$ cat config.mk
export PLATFORM = sky130hd
export DESIGN_NAME = irq_arbiter
export DESIGN_NICKNAME = d
export VERILOG_FILES = /design/src/rtl/irq_arb_pkg.sv /design/src/rtl/irq_lvl_select.sv /design/src/rtl/irq_pl_gate.sv /design/src/rtl/irq_arbiter.sv
export SDC_FILE = /design/constraint.sdc
export NUM_CORES = 1
export LEC_CHECK = 0
export BUFFER_PORTS_ARGS = -buffer_cell sky130_fd_sc_hd__clkbuf_2
export CAP_MARGIN = 20
export CORE_MARGIN = 3
export CORE_UTILIZATION = 30
export CTS_CLUSTER_SIZE = 28
export DETAILED_ROUTE_END_ITERATION = 10
export GPL_ROUTABILITY_DRIVEN = 0
export HOLD_SLACK_MARGIN = 0.1
export PLACE_DENSITY = 0.62
export REMOVE_ABC_BUFFERS = 1
export SLEW_MARGIN = 25
export SYNTH_ARGS = -nofsm -noshare
export SYNTH_HDL_FRONTEND = slang
export SYNTH_SLANG_ARGS = --single-unit
$ cat constraint.sdc
create_clock -name clk -period 1.6 [get_ports clk]
set_clock_uncertainty 0.1 [all_clocks]
set_input_delay 0.08 -clock clk [delete_from_list [all_inputs] [get_ports clk]]
set_output_delay 0.08 -clock clk [all_outputs]
set_load 0.1 [all_outputs]
$ cat src/rtl/irq_arb_pkg.sv
package irq_arb_pkg;

    // Default geometry: eight devices, eight urgency levels.
    localparam int unsigned DEF_NUM_SRC = 8;
    localparam int unsigned DEF_LVL_W   = 3;

    // Width of an index over n items, never below one bit.
    function automatic int unsigned idx_width(input int unsigned n);
        return (n > 1) ? $clog2(n) : 1;
    endfunction

endpackage

$ cat src/rtl/irq_lvl_select.sv
module irq_lvl_select
    import irq_arb_pkg::*;
#(
    parameter int unsigned NUM_SRC = DEF_NUM_SRC,
    parameter int unsigned LVL_W   = DEF_LVL_W,
    localparam int unsigned IDX_W  = idx_width(NUM_SRC)
) (
    input  logic [NUM_SRC-1:0]       req_i,
    input  logic [NUM_SRC*LVL_W-1:0] src_lvl_i,
    output logic                     any_o,
    output logic [LVL_W-1:0]         lvl_o,
    output logic [IDX_W-1:0]         idx_o
);

    // Per-stage running best. Stage k holds the best among devices 0..k-1.
    logic [NUM_SRC:0]             stg_any;
    logic [NUM_SRC:0][LVL_W-1:0]  stg_lvl;
    logic [NUM_SRC:0][IDX_W-1:0]  stg_idx;

    assign stg_any[0] = 1'b0;
    assign stg_lvl[0] = '0;
    assign stg_idx[0] = '0;

    for (genvar g = 0; g < NUM_SRC; g++) begin : g_stage
        logic [LVL_W-1:0] my_lvl;
        logic             take;
        assign my_lvl = src_lvl_i[g*LVL_W +: LVL_W];
        // Strictly greater: on a tie the earlier (lower index) entry is kept.
        assign take   = req_i[g] && (!stg_any[g] || (my_lvl > stg_lvl[g]));
        assign stg_any[g+1] = stg_any[g] | req_i[g];
        assign stg_lvl[g+1] = take ? my_lvl : stg_lvl[g];
        assign stg_idx[g+1] = take ? IDX_W'(g) : stg_idx[g];
    end

    assign any_o = stg_any[NUM_SRC];
    assign lvl_o = stg_lvl[NUM_SRC];
    assign idx_o = stg_idx[NUM_SRC];

endmodule

$ cat src/rtl/irq_pl_gate.sv
module irq_pl_gate
    import irq_arb_pkg::*;
#(
    parameter int unsigned LVL_W = DEF_LVL_W
) (
    input  logic             any_i,
    input  logic [LVL_W-1:0] win_lvl_i,
    input  logic [LVL_W-1:0] cur_pl_i,
    output logic             fire_o
);

    // Only a strictly more urgent request may preempt the running program.
    always_comb begin
        fire_o = any_i && (win_lvl_i > cur_pl_i);
    end

endmodule

$ cat src/rtl/irq_arbiter.sv
module irq_arbiter
    import irq_arb_pkg::*;
#(
    parameter int unsigned NUM_SRC = DEF_NUM_SRC,
    parameter int unsigned LVL_W   = DEF_LVL_W,
    localparam int unsigned IDX_W  = idx_width(NUM_SRC)
) (
    input  logic                     clk,
    input  logic                     rst_n,
    input  logic [NUM_SRC-1:0]       req_i,
    input  logic [NUM_SRC*LVL_W-1:0] src_lvl_i,
    input  logic [LVL_W-1:0]         cur_pl_i,
    input  logic                     ack_i,
    output logic                     irq_o,
    output logic [LVL_W-1:0]         win_lvl_o,
    output logic [IDX_W-1:0]         win_idx_o,
    output logic [LVL_W-1:0]         gnt_lvl_o,
    output logic [IDX_W-1:0]         gnt_idx_o
);

    typedef struct packed {
        logic             irq;
        logic [LVL_W-1:0] win_lvl;
        logic [IDX_W-1:0] win_idx;
        logic [LVL_W-1:0] gnt_lvl;
        logic [IDX_W-1:0] gnt_idx;
    } arb_state_t;

    arb_state_t st_d, st_q;

    logic             sel_any;
    logic [LVL_W-1:0] sel_lvl;
    logic [IDX_W-1:0] sel_idx;
    logic             sel_fire;

    irq_lvl_select #(
        .NUM_SRC (NUM_SRC),
        .LVL_W   (LVL_W)
    ) u_select (
        .req_i     (req_i),
        .src_lvl_i (src_lvl_i),
        .any_o     (sel_any),
        .lvl_o     (sel_lvl),
        .idx_o     (sel_idx)
    );

    irq_pl_gate #(
        .LVL_W (LVL_W)
    ) u_gate (
        .any_i     (sel_any),
        .win_lvl_i (sel_lvl),
        .cur_pl_i  (cur_pl_i),
        .fire_o    (sel_fire)
    );

    always_comb begin
        st_d         = st_q;
        st_d.irq     = sel_fire;
        st_d.win_lvl = sel_any ? sel_lvl : '0;
        st_d.win_idx = sel_any ? sel_idx : '0;
        // The grant records what the processor actually saw when it acknowledged.
        if (ack_i && st_q.irq) begin
            st_d.gnt_lvl = st_q.win_lvl;
            st_d.gnt_idx = st_q.win_idx;
        end
    end

    always_ff @(posedge clk or negedge rst_n) begin
        if (!rst_n) begin
            st_q <= '0;
        end else begin
            st_q <= st_d;
        end
    end

    assign irq_o     = st_q.irq;
    assign win_lvl_o = st_q.win_lvl;
    assign win_idx_o = st_q.win_idx;
    assign gnt_lvl_o = st_q.gnt_lvl;
    assign gnt_idx_o = st_q.gnt_idx;

endmodule

==> impl_metrics.toml, run 1 <==
[hold_path]
hp-class = "input pin to asynchronous set/reset pin"

[floorplan]
num_rows = 26
io_pins = 51
core_um2 = 5205
die-area_um2 = 6414
die_y_um = 80.09
start_util_pct = 31.63
die_width_um = 80.09

[logic_synthesis]
synth.yosys.seq_area_share_pct = 19.76
synth_area_um2 = 1647
synthCells = 211
synth_area_leaders = "dfrtp_1 (20%), ha_1 (12%), inv_1 (6.6%)"
netlist-cell-type-count = 53
postSynthAreaPerCell_um2 = 7.804
yosysTopAreaCell = "dfrtp_1"
yosys.area_share.simple_pct = 18.62
synth_edf_count = 0
synth_ff_type = "dfrtp_1"
synth-xor-area-share_pct = 0
synth_top_family_by_area = "compound AO/OA/AOI/OAI gates"
ys_ff_latch = 13
synth_adder_area_share_pct = 12.16
async_reset_ff_share_pct = 100.0
synthMuxAreaShare_pct = 8.891
synthDominantCellAreaShare_pct = 19.76
ys_warn_count = 0
synth-compound-area-share_pct = 33.28

[global_route]
antenna_found_initial = 0
grt_overflow_total = 0
grt_pass1_vias = 2522
grt_max_degree = 14
track_usage_pct = 22.33
grt_pass1_wl_mm = 11.43

[finish]
fillerInstances = 336
fin_nets = 470
drive_gt1_share_pct = 67.47
seq_area_um2 = 325.3
fin_cells = 485
multi_input_area_um2 = 1609
diodes = 0
area_delta_synth_final_pct = 119.5

[drt]
viasPerCell = 5.429
final_antenna_net_count = 0
routed_wl_mm = 8.605
drt-initial-drc-count = 134
dr.pass1.iters = 4
wire_per_inst_um = 17.74
drc = 0
num_vias = 2633

[cts]
cts.reportedPaths.clkPinSlew_ns = 0.05
root_buffer = "clkbuf_8"
cts_max_level = 1
clock_latency_ns = 0.23
numCtsBuffers = 3
cts_buffer_depth = 2
cts.sinks = 13
cts_tree = "done"

[setup_path]
cp-end-kind = "flip-flop"
start_kind = "input pin"
cp_slowest_cell = "a221oi_2"
crit_path_max_fanout = 5
reg2reg_slack_ns = 0.44
cp.arrival_ns = 9.79
crit_type = "input pin to flip-flop"
max_stage_delay_ns = 0.36
path_common_cell = "ha_4"
required_ns = 1.60

[sta]
finalMaxSlewViolations = 0
post-route-period-util_pct = 611.8
max_slew_margin_pct = 60.32
tightest_slew_ns = 0.5890
grt_setup_unrepaired = "true"
period_needed_ns = 9.789
fmax_mhz = 102.2
setup_slack_ns = -8.189
finalSetupViolCount = 7
hold_viol_final = 0

[power]
p_leak_uw = 0.001901
ir_worst_vdd_uv = 1162
power.density_nw_per_um2 = 1323
power_uw = 4779

[status]
violations = "setup timing"
status = "finished, violations left"

[placement]
place_hpwl_mm = 4.237
place_inst = 414
io_buffers = 50

[flow_run]
max_cap_viol_count = 0
-- per-stage QoR --
stage / utilization, % / setup slack, ns / cell area (um^2) / setup TNS, ns / hold WS [ns]
4_1_cts: 64.11 / -7.596 / 3337 / -49.55 / 0.1417
3_5_place_dp: 50.17 / -8.643 / 2611 / -56.81 / -0.1166
3_3_place_gp: 50.17 / -8.332 / 2611 / -54.86 / -0.1222
2_1_floorplan: - / -8.286 / 1635 / -55.15 / -0.3156
6_report: 69.42 / -8.189 / 3613 / -53.34 / 0.1651
5_1_grt: 69.42 / -8.515 / 3613 / -55.49 / 0.1969
-- cell usage in the layout, fill, tap and decap left out, types with 6 or more instances in the layout --
master | netlist | layout
buf_6 | 0 | 7
mux2_2 | 9 | 6
ha_1 | 16 | 6
nand2_1 | 25 | 15
o21ai_0 | 18 | 11
clkbuf_2 | 0 | 49
buf_4 | 1 | 141
ha_4 | 0 | 8
inv_1 | 29 | 26
nand2_2 | 0 | 6
nor2_1 | 15 | 11
dfrtp_1 | 13 | 13
-- state kept, by name, indices dropped and copies added, names as in the netlist --
name	flops
gnt_idx_o	3
gnt_lvl_o	3
win_idx_o	3
irq_o	1
win_lvl_o	3
-- cells in the mapped netlist, types with 3 or more instances --
cell type,instances
a21o_1,5
a21oi_1,8
a31oi_1,5
a32oi_1,3
dfrtp_1,13
ha_1,16
inv_1,29
mux2_2,9
mux2i_1,3
nand2_1,25
nand2b_1,4
nand3_1,6
nor2_1,15
nor3_1,4
o21a_1,3
o21ai_0,18
o22ai_1,3
-- final cells by class --
cell class              instances  area share (%)
clock buffers                   4           1.247
inverters                      29           3.012
multi-input cells             167           44.53
flip-flops and latches         13           9.003
well taps                      70           2.424
repair buffers                202           39.79
-- worst paths after layout --
kind                               from           end  cells past startpoint
max                            req_i[0]         irq_o                     58
min                               rst_n  win_lvl_o[0]                      2
max reg2reg                       irq_o  gnt_idx_o[0]                      2
min reg2reg                gnt_lvl_o[2]  gnt_lvl_o[2]                      1
max in group asynchronous         rst_n  gnt_lvl_o[1]                      2
min in group clk            cur_pl_i[2]         irq_o                      4
-- timing repair --
item | CTS | global route
setup buffers | 60 | 14
hold buffers | 4 | 0
pin swaps | 34 | 49
gates resized for setup | 60 | 37
endpoints found under the setup margin | 7 | 7
hold endpoints to repair | 15 | 0
-- worst max-delay path, delay by kind of cell --
family / cells / cell delay [ns]
multiplexers: 4 / 1.25
AO/OA/AOI/OAI: 26 / 4.27
buffers and inverters: 6 / 0.61
AND/OR/NAND/NOR: 14 / 1.64
adder cells (fa/ha/maj): 8 / 1.90
-- power by group --
| group | switching [uW] | total [uW] | internal [uW] |
|---|---|---|---|
| combinational | 2410 | 3940 | 1540 |
| clock | 98.1 | 273 | 174 |
| sequential | 72.4 | 563 | 491 |
| total | 2580 | 4780 | 2200 |
-- logic make-up (layout without fill, tap and decap cells) --
group | count (synthesis) | count (layout)
and+or+nand+nor | 66 | 66
DFF | 13 | 13
muxes | 13 | 13
buffers and inverters | 31 | 235
adders and majority gates | 16 | 16
AOI/OAI and AO/OA | 72 | 72
-- layer usage --
metal / global-route usage, % / routed length [um]
met5: 0 / 0
met4: 10.30 / 583
met3: 2.130 / 558
met2: 42.22 / 4087
met1: 24.76 / 3376
(Power assumes the default switching activity.)
==> run 2, diff against run 1 <==
Settings changed: CORE_MARGIN 3 to 2, RECOVER_POWER set to 25.
==> run 2 against run 1 <==
Critical path type unchanged. Routed wire length down 37%. Clock-buffer cell count unchanged. Combinational power down 16%. Fmax up 3.7%. The flow still finishes with violations (setup timing). Register-to-register slack about the same. Die area down 4.9%. Highest routed layer unchanged. Design area down 14%.
==> impl_metrics.toml, run 2 (synthesis gave the netlist of run 1 again) <==
[setup_path]
crit_path_max_fanout = 5
worstReg2RegStart = "irq_o"
crit_buf_inv = 6
path_common_cell = "ha_4"
cp-end-kind = "flip-flop"
required_ns = 1.60
crit_type = "input pin to flip-flop"
cp.arrival_ns = 9.44
cp_top_family = "compound AO/OA/AOI/OAI gates"
start_kind = "input pin"
cp-startpoint = "req_i[0]"
cp_slowest_cell = "ha_1"
max_stage_delay_ns = 0.34

[drt]
num_vias = 2107
viasPerCell = 4.911
routed_wl_mm = 5.445
wire_per_inst_um = 12.69
drc = 0
drt-initial-drc-count = 100
dr.pass1.iters = 4
final_antenna_net_count = 0

[placement]
io_buffers = 50
place_hpwl_mm = 3.962
place_area_um2 = 2544
place_inst = 405

[status]
violations = "setup timing"
status = "finished, violations left"

[sta]
max_slew_margin_pct = 55.55
fmax_mhz = 105.9
post-route-period-util_pct = 590.1
tns_ns = -50.84
finalMaxSlewViolations = 0
hold_viol_final = 0
grt_setup_unrepaired = "true"
setup_slack_ns = -7.842
tightest_slew_ns = 0.6667
whs_ns = 0.1803
finalSetupViolCount = 7
period_needed_ns = 9.442

[hold_path]
hp-start = "src_lvl_i[19]"
hp-class = "input pin to flip-flop"

[cts]
cts_buffer_depth = 2
clock_latency_ns = 0.23
cts_tree = "done"
cts.reportedPaths.clkPinSlew_ns = 0.05
numCtsBuffers = 3
root_buffer = "clkbuf_8"
cts.sinks = 13
cts_max_level = 1

[global_route]
grt_pass1_vias = 1891
antenna_found_initial = 0
grt_max_degree = 14
grt_pass1_wl_mm = 7.921
track_usage_pct = 15.47
grt_overflow_total = 0

[finish]
fin_cells = 429
diodes = 0
fillerInstances = 444
area_delta_synth_final_pct = 87.77
fin_nets = 414
drive_gt1_share_pct = 58.22
final_area_um2 = 3092
multi_input_area_um2 = 1524
layout_common_cells = "buf_4 (89), clkbuf_2 (48), inv_1 (26)"
final_common_cell = "buf_4"
seq_area_um2 = 325.3

[power]
clockPowerShare_pct = 6.7
power.density_nw_per_um2 = 1337
p_seq_share_pct = 13.7
p_comb_share_pct = 79.7
p_leak_uw = 0.001606
p_sw_uw = 2278
intPower_uw = 1855
switching_share_pct = 55.11
ir_worst_vdd_uv = 1910

[floorplan]
io_pins = 51
die-area_um2 = 6097
start_util_pct = 31.63
die_width_um = 78.09
num_rows = 26
die_y_um = 78.09
core_um2 = 5205

[flow_run]
max_cap_viol_count = 0
-- run 2: cell count changes in the layout (fill, tap and decap cells not counted), sizes merged --
cell	previous run	this run
buf	149	93
-- run 2: power by group through the flow --
stage	Clock (uW)	Sequential [uW]	Combinational [uW]
2_1_floorplan	0	1740	818
3_3_place_gp	0	564	2710
3_5_place_dp	0	572	2740
4_1_cts	283	566	2830
5_1_grt	307	586	3480
6_report	275	565	3290
-- run 2: repair_timing --
action,in CTS,in global routing
pin swaps,5,48
hold buffers,4,0
gates resized for setup,17,59
cloned,0,0
endpoints found under the hold margin,15,0
buffers inserted,3,13
endpoints found under the setup margin,7,7
-- run 2: path summary, 6_finish.rpt --
path                                 to  slack (ns)  cells past startpoint
hold / removal             win_lvl_o[1]        0.18                      4
setup / recovery                  irq_o       -7.84                     58
setup reg to reg           gnt_idx_o[0]        0.45                      2
max in group asynchronous  win_idx_o[2]        0.67                      2
min in group asynchronous  gnt_lvl_o[0]        0.31                      2
hold reg to reg            gnt_lvl_o[2]        0.40                      1
-- run 2: layout make-up --
cell class	instances	share of cell area [%]
timing repair buffer	146	32.38
clock buffer	4	1.457
inverter	29	3.521
sequential	13	10.52
multi-input combinational	167	49.29
tap	70	2.833
-- run 2: stage by stage --
stage                     utilization (%)  total power (uW)  worst slack (ns)
after floorplan                         -              2560            -8.286
after global placement              48.87              3270            -8.391
after detailed placement            48.87              3308            -8.559
after CTS                           52.09              3678            -7.586
after global routing                59.40              4370            -8.373
final                               59.40              4133            -7.842
-- run 2: metal layers --
layer / vias up / global-route usage, % / part of all wire, %
met5: - / 0 / 0
met4: 0 / 2.632 / 0.61
met3: 4 / 1.034 / 4.2
met2: 55 / 25.52 / 49
met1: 969 / 22.49 / 47
li1: 1079 / - / -
-- run 2: worst min-delay path, delay by kind of cell --
family | cells | cell delay, ns
buffers and inverters | 3 | 0.30
AO/OA/AOI/OAI | 1 | 0.09
==> run 3, diff against run 2 <==
Settings changed: ABC_AREA set to 1, BUFFER_PORTS_ARGS -buffer_cell sky130_fd_sc_hd__clkbuf_2 to -buffer_cell sky130_fd_sc_hd__buf_4.
==> run 3 against run 2 <==
The run still ends with setup timing left. Clock power increased by 3%. Critical path type unchanged. Via count increased by 3.4%. Critical path depth increased by 5. Sequential power increased by 2%. First-iteration DRC count decreased by 47%. Largest power group unchanged. Highest routed layer unchanged. Largest cell class unchanged.
==> impl_metrics.toml, run 3 <==
[status]
status = "finished, violations left"
violations = "setup timing"

[logic_synthesis]
synth_ff_type = "dfrtp_1"
synth_area_um2 = 1612
synth-xor-area-share_pct = 0
synth.yosys.seq_area_share_pct = 20.19
postSynthAreaPerCell_um2 = 6.800
synth-compound-area-share_pct = 5.590
ys_warn_count = 0
synth_top_family_by_area = "simple AND/OR/NAND/NOR gates"
yosysTopAreaCell = "dfrtp_1"
synthDominantCellAreaShare_pct = 20.19
synth_adder_area_share_pct = 12.42
synth_most_common_cell = "nand2_1"
netlist-cell-type-count = 20
ys_ff_latch = 13
synth_common_cells = "nand2_1 (60), inv_1 (37), nand3_1 (36)"
synthCells = 237
yosys.area_share.simple_pct = 48.06
synth_area_leaders = "dfrtp_1 (20%), nand2_1 (14%), ha_1 (12%)"
synthMuxAreaShare_pct = 4.193
synth_edf_count = 0
async_reset_ff_share_pct = 100.0

[sta]
post-route-period-util_pct = 454.6
hold_viol_final = 0
setup_slack_ns = -5.674
finalMaxSlewViolations = 0
tns_ns = -36.84
fmax_mhz = 137.5
max_slew_margin_pct = 55.68
finalSetupViolCount = 7
period_needed_ns = 7.274
grt_setup_unrepaired = "true"
tightest_slew_ns = 0.6649

[cts]
cts_tree = "done"
root_buffer = "clkbuf_8"
numCtsBuffers = 3
cts.reportedPaths.clkPinSlew_ns = 0.05
cts_buffer_depth = 2
cts.sinks = 13
cts_max_level = 1
clock_latency_ns = 0.24

[finish]
drive_gt1_share_pct = 66.42
fin_nets = 460
diodes = 0
final_common_cell = "buf_4"
multi_input_area_um2 = 1531
fillerInstances = 401
area_delta_synth_final_pct = 112.0
seq_area_um2 = 325.3
final_area_um2 = 3417
postLayoutCoreUtil_pct = 66.48
layout_common_cells = "buf_4 (153), nand2_1 (39), inv_1 (31)"

[floorplan]
start_util_pct = 31.35
die-area_um2 = 5974
die_width_um = 77.29
core_um2 = 5140
die_y_um = 77.29
io_pins = 51
num_rows = 26

[drt]
drt-initial-drc-count = 53
final_antenna_net_count = 0
num_vias = 2179
routed_wl_mm = 5.832
dr.pass1.iters = 4
wire_per_inst_um = 12.28
drc = 0
viasPerCell = 4.587

[setup_path]
start_kind = "input pin"
max_stage_delay_ns = 0.30
cp_slowest_cell = "ha_1"
cp-end-kind = "flip-flop"
crit_type = "input pin to flip-flop"
crit_path_max_fanout = 4
path_common_cell = "buf_4"
required_ns = 1.63
cp.arrival_ns = 7.30

[global_route]
grt_pass1_wl_mm = 8.355
track_usage_pct = 16.65
grt_overflow_total = 0
grt_max_degree = 14
grt_pass1_vias = 2061
antenna_found_initial = 0

[power]
ir_worst_vdd_uv = 1463
power.density_nw_per_um2 = 1466
clockPowerShare_pct = 5.7
p_seq_share_pct = 11.6
p_sw_uw = 2692
power_uw = 5010
switching_share_pct = 53.72
p_leak_uw = 0.001827
intPower_uw = 2319
p_comb_share_pct = 82.8

[placement]
io_buffers = 50
place_hpwl_mm = 3.535
place_area_um2 = 2570

[flow_run]
max_cap_viol_count = 0

[hold_path]
hp-class = "input pin to flip-flop"
## run 3: cell types whose count changed after synthesis, moves of 4 or more
cell	delta
nand2_4	+8
a31oi_1	-5
inv_2	+4
nand3_2	+11
nand2_1	+35
nand3_1	+30
nand2_2	+11
nor2_1	-7
a21o_1	-5
inv_1	+8
nand2b_1	-4
o21ai_0	-11
## run 3: per-layer routing
layer	global-route usage [%]	up-vias	wire length, um
met4	5.000	0	238
met2	31.39	60	3158
met1	19.63	992	2231
li1	-	1103	-
met3	1.647	24	204
met5	0	-	0
## run 3: worst paths after layout
kind                                   start            to  slack [ns]  cells past startpoint
worst min-delay path             cur_pl_i[0]         irq_o        0.16                      5
min in group asynchronous              rst_n  win_lvl_o[0]        0.28                      2
worst max-delay path                req_i[0]         irq_o       -5.67                     63
worst min register to register  win_lvl_o[2]  gnt_lvl_o[2]        0.41                      1
worst max register to register         irq_o  gnt_lvl_o[0]        0.44                      2
max in group asynchronous              rst_n         irq_o        0.69                      2
## run 3: worst max-delay path, delay by kind of cell
kind / cells / cell delay [ns]
adders and majority gates: 7 / 1.93
buffers and inverters: 14 / 1.56
and+or+nand+nor: 35 / 2.62
AOI/OAI and AO/OA: 7 / 1.09
## run 3: cell type report
type | count | share of cell area, %
tap | 70 | 2.563
sequential | 13 | 9.520
clock buffer | 3 | 1.208
multi-input combinational | 183 | 44.82
inverter | 41 | 4.577
timing repair buffer | 164 | 37.17
clock inverter | 1 | 0.1465
## run 3: logic make-up (layout without fill, tap and decap cells)
| kind of cell | count (synthesis) | count (layout) |
|---|---|---|
| simple gates | 145 | 145 |
| buf+inv | 41 | 209 |
| fa+ha+maj | 16 | 16 |
| compound gates | 16 | 16 |
| flops | 13 | 13 |
| mux | 6 | 6 |
## run 3: power by group through the flow
stage	combinational [uW]	clock, uW	sequential, uW
6_report	4150	284	579
5_1_grt	4400	306	598
4_1_cts	3630	289	582
3_5_place_dp	3080	0	588
3_3_place_gp	3040	0	580
2_1_floorplan	930	0	1800
## run 3: through the flow
| stage | worst slack, ns | instances | hold WS (ns) |
|---|---|---|---|
| detailed placement | -6.389 | 423 | -0.1709 |
| global route | -6.157 | 475 | 0.1892 |
| finish | -5.674 | 475 | 0.1555 |
| CTS | -5.507 | 468 | 0.1128 |
| floorplan | -6.187 | 237 | -0.3156 |
| global placement | -6.174 | 423 | -0.1740 |
## run 3: repair_timing
action / CTS / global route
resized for setup: 57 / 41
buffers inserted: 38 / 9
hold buffers: 3 / 0
pin swaps: 38 / 64
endpoints found under the hold margin: 15 / 0
setup endpoints to repair: 7 / 7
